$ cat src/rtl/ethcsr_pkg.sv
package ethcsr_pkg;
    // DMA control bit positions
    localparam int CTL_TX_STOP = 0;
    localparam int CTL_RX_STOP = 1;
    localparam int CTL_NOPOLL  = 2;
    localparam logic [31:0] CTL_RESET = 32'h0000_0004;

    // event bits raised by graceful stop completion
    localparam int EVT_TX_STOPPED = 1;
    localparam int EVT_RX_STOPPED = 9;

    // interrupt groups
    localparam logic [31:0] GRP_TX  = 32'h0000_00FF;
    localparam logic [31:0] GRP_RX  = 32'h0000_FF00;
    localparam logic [31:0] GRP_ERR = 32'hFFFF_0000;

    // word indices of scalar registers
    localparam int W_EVT  = 0;
    localparam int W_MSK  = 1;
    localparam int W_CTL  = 2;
    localparam int W_TST  = 3;
    localparam int W_RST  = 4;
    localparam int W_DIV  = 5;

    // 16-word blocks holding per-ring registers
    localparam int B_TXBASE = 4;
    localparam int B_TXPTR  = 5;
    localparam int B_RXBASE = 6;
    localparam int B_RXPTR  = 7;
endpackage

$ cat src/rtl/ethcsr_halt.sv
module ethcsr_halt #(
    parameter int NRING = 8,
    parameter bit KICK_ONLY_IF_CLEAR = 1'b0
) (
    input  logic             clk,
    input  logic             rst_n,
    input  logic             wr,
    input  logic [NRING-1:0] field,
    input  logic [NRING-1:0] set,
    output logic [NRING-1:0] stat_q,
    output logic [NRING-1:0] kick_q
);
    logic [NRING-1:0] gate;
    logic [NRING-1:0] stat_d;
    logic [NRING-1:0] kick_d;

    generate
        if (KICK_ONLY_IF_CLEAR) begin : g_edge
            assign gate = ~stat_q;
        end else begin : g_level
            assign gate = '1;
        end
    endgenerate

    always_comb begin
        kick_d = wr ? (field & gate) : '0;
        stat_d = (stat_q & ~(wr ? field : '0)) | set;
    end

    always_ff @(posedge clk) begin
        if (!rst_n) begin
            stat_q <= '0;
            kick_q <= '0;
        end else begin
            stat_q <= stat_d;
            kick_q <= kick_d;
        end
    end
endmodule

$ cat src/rtl/ethcsr_rings.sv
module ethcsr_rings #(
    parameter int NRING = 8,
    parameter int DW    = 32
) (
    input  logic                      clk,
    input  logic                      rst_n,
    input  logic [NRING-1:0]          wr_sel,
    input  logic [DW-1:0]             wdata,
    output logic [NRING-1:0][DW-1:0]  base_o,
    output logic [NRING-1:0][DW-1:0]  ptr_o
);
    localparam int ALIGN = 3;

    logic [DW-1:0] aligned;
    assign aligned = {wdata[DW-1:ALIGN], {ALIGN{1'b0}}};

    for (genvar r = 0; r < NRING; r++) begin : g_ring
        logic [DW-1:0] base_d, base_q, ptr_d, ptr_q;

        always_comb begin
            base_d = base_q;
            ptr_d  = ptr_q;
            if (wr_sel[r]) begin
                base_d = aligned;
                ptr_d  = aligned;
            end
        end

        always_ff @(posedge clk) begin
            if (!rst_n) begin
                base_q <= '0;
                ptr_q  <= '0;
            end else begin
                base_q <= base_d;
                ptr_q  <= ptr_d;
            end
        end

        assign base_o[r] = base_q;
        assign ptr_o[r]  = ptr_q;
    end
endmodule

$ cat src/rtl/ethcsr_poll.sv
module ethcsr_poll #(
    parameter int W = 16
) (
    input  logic         clk,
    input  logic         rst_n,
    input  logic         en,
    input  logic         restart,
    input  logic [W-1:0] div,
    output logic         tick_q
);
    logic [W-1:0] cnt_d, cnt_q;
    logic         tick_d;

    always_comb begin
        tick_d = 1'b0;
        cnt_d  = cnt_q;
        if (restart || !en) begin
            cnt_d = '0;
        end else if (cnt_q == div) begin
            cnt_d  = '0;
            tick_d = 1'b1;
        end else begin
            cnt_d = cnt_q + 1'b1;
        end
    end

    always_ff @(posedge clk) begin
        if (!rst_n) begin
            cnt_q  <= '0;
            tick_q <= 1'b0;
        end else begin
            cnt_q  <= cnt_d;
            tick_q <= tick_d;
        end
    end
endmodule

$ cat src/rtl/eth_dma_csr.sv
module eth_dma_csr
    import ethcsr_pkg::*;
#(
    parameter int NRING        = 8,
    parameter int ADDR_W       = 12,
    parameter int POLL_W       = 16,
    parameter int POLL_DIV_RST = 4
) (
    input  logic              clk,
    input  logic              rst_n,
    input  logic              bus_wr,
    input  logic              bus_rd,
    input  logic [ADDR_W-1:0] bus_addr,
    input  logic [31:0]       bus_wdata,
    output logic [31:0]       bus_rdata,
    input  logic              tx_busy,
    input  logic              rx_busy,
    input  logic [31:0]       evt_set,
    input  logic [NRING-1:0]  tx_halt_set,
    input  logic [NRING-1:0]  rx_halt_set,
    output logic              irq_tx,
    output logic              irq_rx,
    output logic              irq_err,
    output logic [NRING-1:0]  tx_kick,
    output logic [NRING-1:0]  rx_kick,
    output logic              poll_tick
);
    localparam int IDX_W = ADDR_W - 2;
    localparam int BLK_W = IDX_W - 4;

    typedef struct packed {
        logic [31:0]       evt;
        logic [31:0]       msk;
        logic [31:0]       ctl;
        logic [POLL_W-1:0] div;
        logic [31:0]       rdata;
        logic              txb;
        logic              rxb;
        logic              tx_pend;
        logic              rx_pend;
    } state_t;

    state_t s_d, s_q;
    logic [31:0] ctl_q;
    assign ctl_q = s_q.ctl;

    // address decode
    logic [IDX_W-1:0] idx;
    logic [BLK_W-1:0] blk;
    logic [3:0]       slot;
    logic             aligned_ok, wr_ok, rd_ok;
    logic             hit_evt, hit_msk, hit_ctl, hit_tst, hit_rst, hit_div;
    logic [NRING-1:0] txb_sel, rxb_sel;

    assign idx        = bus_addr[ADDR_W-1:2];
    assign blk        = idx[IDX_W-1:4];
    assign slot       = idx[3:0];
    assign aligned_ok = (bus_addr[1:0] == 2'b00);
    assign wr_ok      = bus_wr && aligned_ok;
    assign rd_ok      = bus_rd && aligned_ok;

    assign hit_evt = wr_ok && (idx == IDX_W'(W_EVT));
    assign hit_msk = wr_ok && (idx == IDX_W'(W_MSK));
    assign hit_ctl = wr_ok && (idx == IDX_W'(W_CTL));
    assign hit_tst = wr_ok && (idx == IDX_W'(W_TST));
    assign hit_rst = wr_ok && (idx == IDX_W'(W_RST));
    assign hit_div = wr_ok && (idx == IDX_W'(W_DIV));

    always_comb begin
        for (int i = 0; i < NRING; i++) begin
            txb_sel[i] = wr_ok && (blk == BLK_W'(B_TXBASE)) && (slot == 4'(i));
            rxb_sel[i] = wr_ok && (blk == BLK_W'(B_RXBASE)) && (slot == 4'(i));
        end
    end

    // halt status fields: tx ring i at bit 31-i, rx ring i at bit 23-i
    logic [NRING-1:0] tx_field, rx_field, tx_stat, rx_stat, tx_kick_st, rx_kick_st;
    logic [31:0]      tx_word, rx_word;

    always_comb begin
        tx_word = '0;
        rx_word = '0;
        for (int i = 0; i < NRING; i++) begin
            tx_field[i]     = bus_wdata[31-i];
            rx_field[i]     = bus_wdata[23-i];
            tx_word[31-i]   = tx_stat[i];
            rx_word[23-i]   = rx_stat[i];
        end
    end

    ethcsr_halt #(.NRING(NRING), .KICK_ONLY_IF_CLEAR(1'b0)) tx_halt_i (
        .clk(clk), .rst_n(rst_n), .wr(hit_tst), .field(tx_field),
        .set(tx_halt_set), .stat_q(tx_stat), .kick_q(tx_kick_st)
    );

    ethcsr_halt #(.NRING(NRING), .KICK_ONLY_IF_CLEAR(1'b1)) rx_halt_i (
        .clk(clk), .rst_n(rst_n), .wr(hit_rst), .field(rx_field),
        .set(rx_halt_set), .stat_q(rx_stat), .kick_q(rx_kick_st)
    );

    logic [NRING-1:0][31:0] tx_base, tx_ptr, rx_base, rx_ptr;

    ethcsr_rings #(.NRING(NRING), .DW(32)) tx_rings_i (
        .clk(clk), .rst_n(rst_n), .wr_sel(txb_sel), .wdata(bus_wdata),
        .base_o(tx_base), .ptr_o(tx_ptr)
    );

    ethcsr_rings #(.NRING(NRING), .DW(32)) rx_rings_i (
        .clk(clk), .rst_n(rst_n), .wr_sel(rxb_sel), .wdata(bus_wdata),
        .base_o(rx_base), .ptr_o(rx_ptr)
    );

    ethcsr_poll #(.W(POLL_W)) poll_i (
        .clk(clk), .rst_n(rst_n),
        .en(!s_q.ctl[CTL_NOPOLL]),
        .restart(hit_ctl && !bus_wdata[CTL_NOPOLL]),
        .div(s_q.div),
        .tick_q(poll_tick)
    );

    // read mux
    logic [31:0] rd_val;
    always_comb begin
        rd_val = '0;
        if (idx == IDX_W'(W_EVT))      rd_val = s_q.evt;
        else if (idx == IDX_W'(W_MSK)) rd_val = s_q.msk;
        else if (idx == IDX_W'(W_CTL)) rd_val = s_q.ctl;
        else if (idx == IDX_W'(W_TST)) rd_val = tx_word;
        else if (idx == IDX_W'(W_RST)) rd_val = rx_word;
        else begin
            for (int i = 0; i < NRING; i++) begin
                if (slot == 4'(i)) begin
                    if (blk == BLK_W'(B_TXBASE)) rd_val = tx_base[i];
                    if (blk == BLK_W'(B_TXPTR))  rd_val = tx_ptr[i];
                    if (blk == BLK_W'(B_RXBASE)) rd_val = rx_base[i];
                    if (blk == BLK_W'(B_RXPTR))  rd_val = rx_ptr[i];
                end
            end
        end
    end

    // next state
    always_comb begin
        logic [31:0] done;
        s_d     = s_q;
        done    = '0;
        s_d.txb = tx_busy;
        s_d.rxb = rx_busy;

        if (hit_msk) s_d.msk = bus_wdata;
        if (hit_div) s_d.div = bus_wdata[POLL_W-1:0];
        if (rd_ok)   s_d.rdata = rd_val;

        // transmit graceful stop
        if (hit_ctl) begin
            s_d.tx_pend = bus_wdata[CTL_TX_STOP] && tx_busy;
            if (bus_wdata[CTL_TX_STOP] && !tx_busy) done[EVT_TX_STOPPED] = 1'b1;
        end else if (s_q.tx_pend) begin
            if (!s_q.ctl[CTL_TX_STOP]) begin
                s_d.tx_pend = 1'b0;
            end else if (s_q.txb && !tx_busy) begin
                s_d.tx_pend = 1'b0;
                done[EVT_TX_STOPPED] = 1'b1;
            end
        end

        // receive graceful stop
        if (hit_ctl) begin
            s_d.rx_pend = bus_wdata[CTL_RX_STOP] && rx_busy;
            if (bus_wdata[CTL_RX_STOP] && !rx_busy) done[EVT_RX_STOPPED] = 1'b1;
        end else if (s_q.rx_pend) begin
            if (!s_q.ctl[CTL_RX_STOP]) begin
                s_d.rx_pend = 1'b0;
            end else if (s_q.rxb && !rx_busy) begin
                s_d.rx_pend = 1'b0;
                done[EVT_RX_STOPPED] = 1'b1;
            end
        end

        if (hit_ctl) s_d.ctl = bus_wdata;

        s_d.evt = (s_q.evt & ~(hit_evt ? bus_wdata : 32'h0)) | evt_set | done;
    end

    always_ff @(posedge clk) begin
        if (!rst_n) begin
            s_q         <= '0;
            s_q.ctl     <= CTL_RESET;
            s_q.div     <= POLL_W'(POLL_DIV_RST);
        end else begin
            s_q <= s_d;
        end
    end

    // outputs
    logic [31:0] active;
    assign active    = s_q.evt & s_q.msk;
    assign irq_tx    = |(active & GRP_TX);
    assign irq_rx    = |(active & GRP_RX);
    assign irq_err   = |(active & GRP_ERR);
    assign bus_rdata = s_q.rdata;
    assign rx_kick   = rx_kick_st;
    assign tx_kick   = tx_kick_st
                     | NRING'(poll_tick && !s_q.ctl[CTL_TX_STOP]);
endmodule

$ cat config.mk
export PLATFORM = sky130hd
export DESIGN_NAME = eth_dma_csr
export DESIGN_NICKNAME = d
export VERILOG_FILES = /design/src/rtl/ethcsr_pkg.sv /design/src/rtl/ethcsr_halt.sv /design/src/rtl/ethcsr_rings.sv /design/src/rtl/ethcsr_poll.sv /design/src/rtl/eth_dma_csr.sv
export SDC_FILE = /design/constraint.sdc
export NUM_CORES = 2
export LEC_CHECK = 0
export ABC_AREA = 1
export CAP_MARGIN = 15
export CORE_ASPECT_RATIO = 1.4
export CORE_MARGIN = 2
export CORE_UTILIZATION = 53
export DETAILED_ROUTE_END_ITERATION = 8
export PLACE_DENSITY = 0.81
export REMOVE_ABC_BUFFERS = 1
export SLEW_MARGIN = 20
export SYNTH_ARGS = -nofsm -noshare
export SYNTH_HDL_FRONTEND = slang
export SYNTH_SLANG_ARGS = --single-unit
$ cat constraint.sdc
create_clock -name clk -period 5 [get_ports clk]
set_input_delay 1 -clock clk [delete_from_list [all_inputs] [get_ports clk]]
set_output_delay 1 -clock clk [all_outputs]
set_load 0.01 [all_outputs]
Yosys cells after proc, flatten, opt, wreduce, memory -nomap -nowiden
Cells that the tools add are included.
{"block": "totals", "output_inout_bits": 52, "rom_bits": 0, "n_memories": 0, "in_bits": 98, "register_bits": 661, "wordCells": 184, "ram_bits": 0, "latch_bits": 0}
{"block": "op_classes", "n_shift": 0, "muxes": 72, "n_lt_le_gt_ge": 0, "bitwise": 15, "reduce_logical": 48, "multipliers": 0, "n_addsub": 1, "div": 0, "n_eq_ne": 17}
{"op": "$mux 32", "count": 51}
{"op": "$and 32x32->32", "count": 2}
{"op": "$logic_and 1x1->1", "count": 34}
{"op": "$not 32->32", "count": 1}
{"op": "$or 32x10->32", "count": 1}
{"op": "$or 32x32->32", "count": 1}
{"op": "$and 8x8->8", "count": 3}
{"op": "$eq 6x3->1 const B", "count": 4}
{"op": "$not 8->8", "count": 3}
{"op": "$eq 10x2->1 const B", "count": 2}
{"op": "$eq 10x3->1 const B", "count": 2}
{"op": "$mux 1", "count": 19}
{"op": "$add 16x1->16 const B", "count": 1}
{"op": "$eq 16x16->1", "count": 1}
{"op": "$eq 4x3->1 const B", "count": 4}
{"op": "$mux 8", "count": 2}
{"op": "$or 8x8->8", "count": 2}
{"op": "$reduce_or 16->1", "count": 1}
{"op": "$reduce_or 8->1", "count": 2}
{"op": "$eq 10x1->1 const B", "count": 1}
{"op": "$logic_not 10->1", "count": 1}
{"op": "$eq 4x2->1 const B", "count": 2}
{"op": "$or 8x1->8", "count": 1}
{"op": "$eq 4x1->1 const B", "count": 1}
{"op": "8 further kinds", "count": 11}

Longest topological paths before layout
{"block": "depth", "word_depth": 51, "depth_mapped": 17, "depth_no_buf": 16}

Cells and area by module
A second synthesis with hierarchy kept.
{"block": "unflattened", "hier_cells": 7282, "hier_area_um2": 44061.0}
{"module": "ethcsr_rings", "instances": 2, "seq_area_each_um2": 4644.5, "cells_per_inst": 1544, "area_each_um2": 10862.9}
{"module": "eth_dma_csr", "instances": 1, "seq_area_each_um2": 2962.8, "cells_per_inst": 3897, "area_each_um2": 20208.1}
{"module": "ethcsr_poll", "instances": 1, "seq_area_each_um2": 340.3, "cells_per_inst": 179, "area_each_um2": 1081.0}
{"module": "ethcsr_halt (rx_halt_i)", "instances": 1, "seq_area_each_um2": 320.3, "cells_per_inst": 59, "area_each_um2": 535.5}
{"module": "ethcsr_halt (tx_halt_i)", "instances": 1, "seq_area_each_um2": 320.3, "cells_per_inst": 59, "area_each_um2": 510.5}

Least setup slack after synthesis
OpenSTA, ideal clock, no wires.
{"block": "synth_path", "path_type": "input -> register", "startpoint": "in bus_addr[3]", "endpoint": "reg s_q, in the netlist bus_rdata[29]", "t_required_ns": 4.868, "arrival_time_ns": 2.339, "path_stages": 12, "n_path_buf": 2, "setup_time_ns": 0.132, "setup_slack_ns": 2.528, "path_cell_list": "buf_2 > nor2_2 > nand2_1 > inv_2 > buf_2 > nand3_1 > a21oi_1 > nand3_1 > nor2_1 > nand3b_1 > nand2_1 > a21oi_1"}
{"block": "synth_between", "elab_chain_cells": 47, "word_cells_on_any_way": 59, "classes_between": "eq/ne (11); mux (46); reduce/logical (2)"}
{"item": "start, declared", "line_no": "eth_dma_csr.sv:13", "text": "input logic [ADDR_W-1:0] bus_addr,"}
{"item": "$logic_not 4->1", "line_no": "eth_dma_csr.sv:132", "text": "if (slot == 4'(i)) begin"}
{"item": "$mux 32", "line_no": "eth_dma_csr.sv:132"}
{"item": "$mux 32", "line_no": "eth_dma_csr.sv:133", "text": "if (blk == BLK_W'(B_TXBASE)) rd_val = tx_base[i];"}
{"item": "$mux 32", "line_no": "eth_dma_csr.sv:134", "text": "if (blk == BLK_W'(B_TXPTR)) rd_val = tx_ptr[i];"}
{"item": "$mux 32", "line_no": "eth_dma_csr.sv:135", "text": "if (blk == BLK_W'(B_RXBASE)) rd_val = rx_base[i];"}
{"item": "$mux 32", "line_no": "eth_dma_csr.sv:136", "text": "if (blk == BLK_W'(B_RXPTR)) rd_val = rx_ptr[i];"}
{"item": "$mux 32", "line_no": "eth_dma_csr.sv:132"}
{"item": "$mux 32", "line_no": "eth_dma_csr.sv:133"}
{"item": "[... 31 more ...]"}
{"item": "$mux 32", "line_no": "eth_dma_csr.sv:135"}
{"item": "$mux 32", "line_no": "eth_dma_csr.sv:136"}
{"item": "$mux 32", "line_no": "eth_dma_csr.sv:132"}
{"item": "$mux 32", "line_no": "eth_dma_csr.sv:129", "text": "else if (idx == IDX_W'(W_RST)) rd_val = rx_word;"}
{"item": "$mux 32", "line_no": "eth_dma_csr.sv:128", "text": "else if (idx == IDX_W'(W_TST)) rd_val = tx_word;"}
{"item": "$mux 32", "line_no": "eth_dma_csr.sv:127", "text": "else if (idx == IDX_W'(W_CTL)) rd_val = s_q.ctl;"}
{"item": "$mux 32", "line_no": "eth_dma_csr.sv:126", "text": "else if (idx == IDX_W'(W_MSK)) rd_val = s_q.msk;"}
{"item": "$mux 32 (*)", "line_no": "eth_dma_csr.sv:125", "text": "if (idx == IDX_W'(W_EVT)) rd_val = s_q.evt;"}
{"item": "end, declared", "line_no": "eth_dma_csr.sv:43", "text": "state_t s_d, s_q;"}
Mark *: on every way between the ends. The rest lies on a longest branch, timed or not. The select of a mux whose other input is x is not followed.
A chain may end at the register's enable or synchronous reset.

Worst setup path in the final report
{"block": "layout_path", "startpoint": "in bus_addr[7]", "endpoint": "reg s_q, in the netlist bus_rdata[20]"}
{"block": "layout_between", "elab_chain_cells": 51, "word_cells_on_any_way": 59, "classes_between": "eq/ne (8); mux (50); reduce/logical (1)"}
{"item": "$eq 6x3->1", "line_no": "eth_dma_csr.sv:133"}
{"item": "$mux 32", "line_no": "eth_dma_csr.sv:133"}
{"item": "$mux 32", "line_no": "eth_dma_csr.sv:134"}
{"item": "$mux 32", "line_no": "eth_dma_csr.sv:135"}
{"item": "$mux 32", "line_no": "eth_dma_csr.sv:136"}
{"item": "$mux 32", "line_no": "eth_dma_csr.sv:132"}
{"item": "$mux 32", "line_no": "eth_dma_csr.sv:133"}
{"item": "$mux 32", "line_no": "eth_dma_csr.sv:134"}
{"item": "[... 35 more ...]"}
{"item": "$mux 32", "line_no": "eth_dma_csr.sv:135"}
{"item": "$mux 32", "line_no": "eth_dma_csr.sv:136"}
{"item": "$mux 32", "line_no": "eth_dma_csr.sv:132"}
{"item": "$mux 32", "line_no": "eth_dma_csr.sv:129"}
{"item": "$mux 32", "line_no": "eth_dma_csr.sv:128"}
{"item": "$mux 32", "line_no": "eth_dma_csr.sv:127"}
{"item": "$mux 32", "line_no": "eth_dma_csr.sv:126"}
{"item": "$mux 32 (*)", "line_no": "eth_dma_csr.sv:125"}
Marked as above.

==> run metrics <==
DRT antenna net count 0; initial drt markers approximately 2700; Gate power share 0.043; die height about 280 um; Pleak 12.4 nW; via count between 20000 and 30000; ys async rst share 0; Rel. slew slack 0.301; setup ws final 1.38 ns; cell family with most CP delay simple AND/OR/NAND/NOR gates; register area share after synthesis 0.476; vias in the first global route 24830; maximum fanout along the worst path 102; final setup vio count 0; class of the worst hold path reg2reg; die area 54400 um^2; Layout Skew 0.0145 ns; max-cap viol count 0; Worst EP required 5.53 ns; pwr/cell area 341 nW/um^2; fin nets 3826; Worst Max-Slew Pin Slew 1.05 ns; cell accounting for the most synthesized area dfxtp_1; Bufs on Longest Clock Path 3; CTS tree done; Top-Level Pins 150; routed vias/inst about 6; top post-synthesis cells by area dfxtp_1, a21oi_1, nand2_1, o21ai_0, clkbuf_1; Max Clock Freq 0.276 GHz; Switching Fraction 0.229; Data arrival, critical path 4.15 ns; Post-CTS Setup Bufs 0; total number of yosys warnings 0; clk sinks roughly 660; Worst Path Buf+Inv 3; #FFs+latches synth 661; Netlist Area Pre-Place 27800 um^2; dominant synthesized flop cell dfxtp_1; Critical Path End Type flop; Min Hold Slack 0.446 ns; sw power 2.45 mW; Core ar. 52000 um^2; Max Slew Vio Count 0; clock root cell clkbuf_16; clock group share of total power 0.459; Overall Global Routing Usage 0.314; Final Hold Fails 0; Cell variety after synth 42; post_cts resized 0; largest net degree at the start of global routing between 150 and 200; row cnt 99; DRC 0; drt pass-1 iters 8; CP Class in2reg; share of layout cells above drive strength 1 0.0603; Final Cycle Share 0.724; Skew-Pair Late Insertion Delay 0.65 ns; WL final about 88 mm; first-pass GRT wire length 134 mm; CP max stage delay about 0.74 ns; worst vdd ir just over 0.3 mV; CP cell instances clkdlybuf4s50_1 > inv_2 > nor2_4 > buf_12 > nand2_1 > a21oi_1 > nor3_1 > nand3_1 > nand2_1 > nand3b_1 > nand2_1 > a21oi_1; Area growth, synth to finish 12.9%; Post-Syn Area per Cell around 7.3 um^2; Place WS 0.877 ns; number of buffers added on ports 149; Pint 8.24 mW; TritonCTS buffer count 61; clk slew on worst S/H paths 0.06 ns; sequential share of power 0.498; H-tree levels 2; top-area cell type share of the netlist area 0.476; HPWL after DPL 52.9 mm; RSZ-0062 raised after global routing false; reg-to-reg setup timing slack 2.85 ns; CTS Hold Buffers Added 0; width of the die 198 um; crit path max-delay cell type clkdlybuf4s50_1; most frequent CP cell nand2_1; run status complete, no violations; minimum clock period approximately 3.6 ns; Post-synth EDFFs 0; Initial Util 0.535; WL/cell 19.8 um; Startpoint Class input port; total grt overflow 0; cells after synthesis ~3800; gpl congestion 0.897; initial antenna violation count 1
-- worst reg2reg max path, delay by kind of cell (launching register included) --
family	cells	cell delay [ns]
DFF	1	0.39
xor gates and xnor gates	1	0.14
and+or+nand+nor	8	1.50
-- routing by layer --
metal | global-route usage | wire, um
met3 | 0.0504 | 6940
met1 | 0.372 | 32900
met5 | 0 | 0
met4 | 0.241 | 6600
met2 | 0.512 | 41200
-- cell usage in the layout, fill, tap and decap left out, types with 17 or more instances in the layout --
cell             count
clkbuf_8            17
buf_12              18
nand2_1            867
a22o_1              31
a21oi_1            703
inv_1              188
clkinv_2            17
clkbuf_16           61
clkdlybuf4s50_1    148
buf_4               38
nor3_1              34
nand4_1             21
nand3_1             86
nor2_1              75
xor2_1              18
dfxtp_1            661
o21ai_0            631
nor2_4              22
-- per-stage QoR --
step | setup TNS [ns] | power, mW | utilization | std cells | instance area (um^2)
after global routing | 0 | 10.9 | 0.604 | 4436 | 31400
after global placement | 0 | 5.89 | 0.563 | 4320 | 29300
after CTS | 0 | 10.7 | 0.604 | 4435 | 31400
final | 0 | 10.7 | 0.604 | 4436 | 31400
after floorplan | -179.85 | 5.60 | - | 3459 | 26200
after detailed placement | 0 | 5.89 | 0.563 | 4320 | 29300
-- power by group through the flow --
stage	clock network, mW	registers, mW	logic, mW
final	4.91	5.32	0.461
after global placement	0	5.44	0.446
after floorplan	0	5.43	0.170
after CTS	4.92	5.32	0.450
after detailed placement	0	5.44	0.448
after global routing	5.11	5.32	0.485
-- final cells by class --
class / count / area, um^2
clock buffers: 89 / 1800
multi-input cells: 2580 / 12300
inverters: 218 / 820
fillers: 4590 / 20600
clock inverters: 26 / 310
diodes: 1 / 2.50
well taps: 656 / 821
flip-flops and latches: 661 / 13200
repair buffers: 205 / 2140
-- logic make-up (layout without fill, tap and decap cells) --
| family | after synthesis | after routing | synth area share |
|---|---|---|---|
| buf+inv | 574 | 538 | 0.0879 |
| other cells | 0 | 1 | 0 |
| xor+xnor | 20 | 20 | 0.00629 |
| fa+ha+maj | 1 | 1 | 0.000450 |
| simple gates | 1160 | 1160 | 0.172 |
| compound gates | 1398 | 1398 | 0.258 |
| flops | 661 | 661 | 0.476 |
| mux | 1 | 1 | 0.000360 |
-- state kept, by name, indices dropped and copies added (netlist names) --
register	cells
tx_halt_i.stat_q	8
tx_halt_i.kick_q	8
tx_rings_i.g_ring.ptr_q	58
rx_rings_i.g_ring.base_q	232
rx_halt_i.kick_q	8
poll_i.tick_q	1
tx_rings_i.g_ring.base_q	174
ctl_q	32
rx_halt_i.stat_q	8
s_q	84
poll_i.cnt_q	16
bus_rdata	32
-- synth_stat cells (15+ instances only) --
cell type	count
dfxtp_1	661
nand4_1	21
nor2_1	93
buf_2	104
a21oi_1	703
o21ai_0	631
nand3_1	86
nand2_1	868
xor2_1	18
clkbuf_1	204
inv_1	188
nor3_1	34
a22o_1	31
buf_4	43
nor4_1	15
inv_2	17
-- final timing paths --
check,end,depth (start not counted),start
setup / recovery,bus_rdata[20],12,bus_addr[7]
hold / removal,rx_halt_i.kick_q[3],1,rx_halt_i.stat_q[3]
setup reg to reg,poll_i.cnt_q[15],9,poll_i.cnt_q[0]
hold reg to reg,rx_halt_i.kick_q[3],1,rx_halt_i.stat_q[3]
Note: power is estimated with default switching activity, not from simulation.
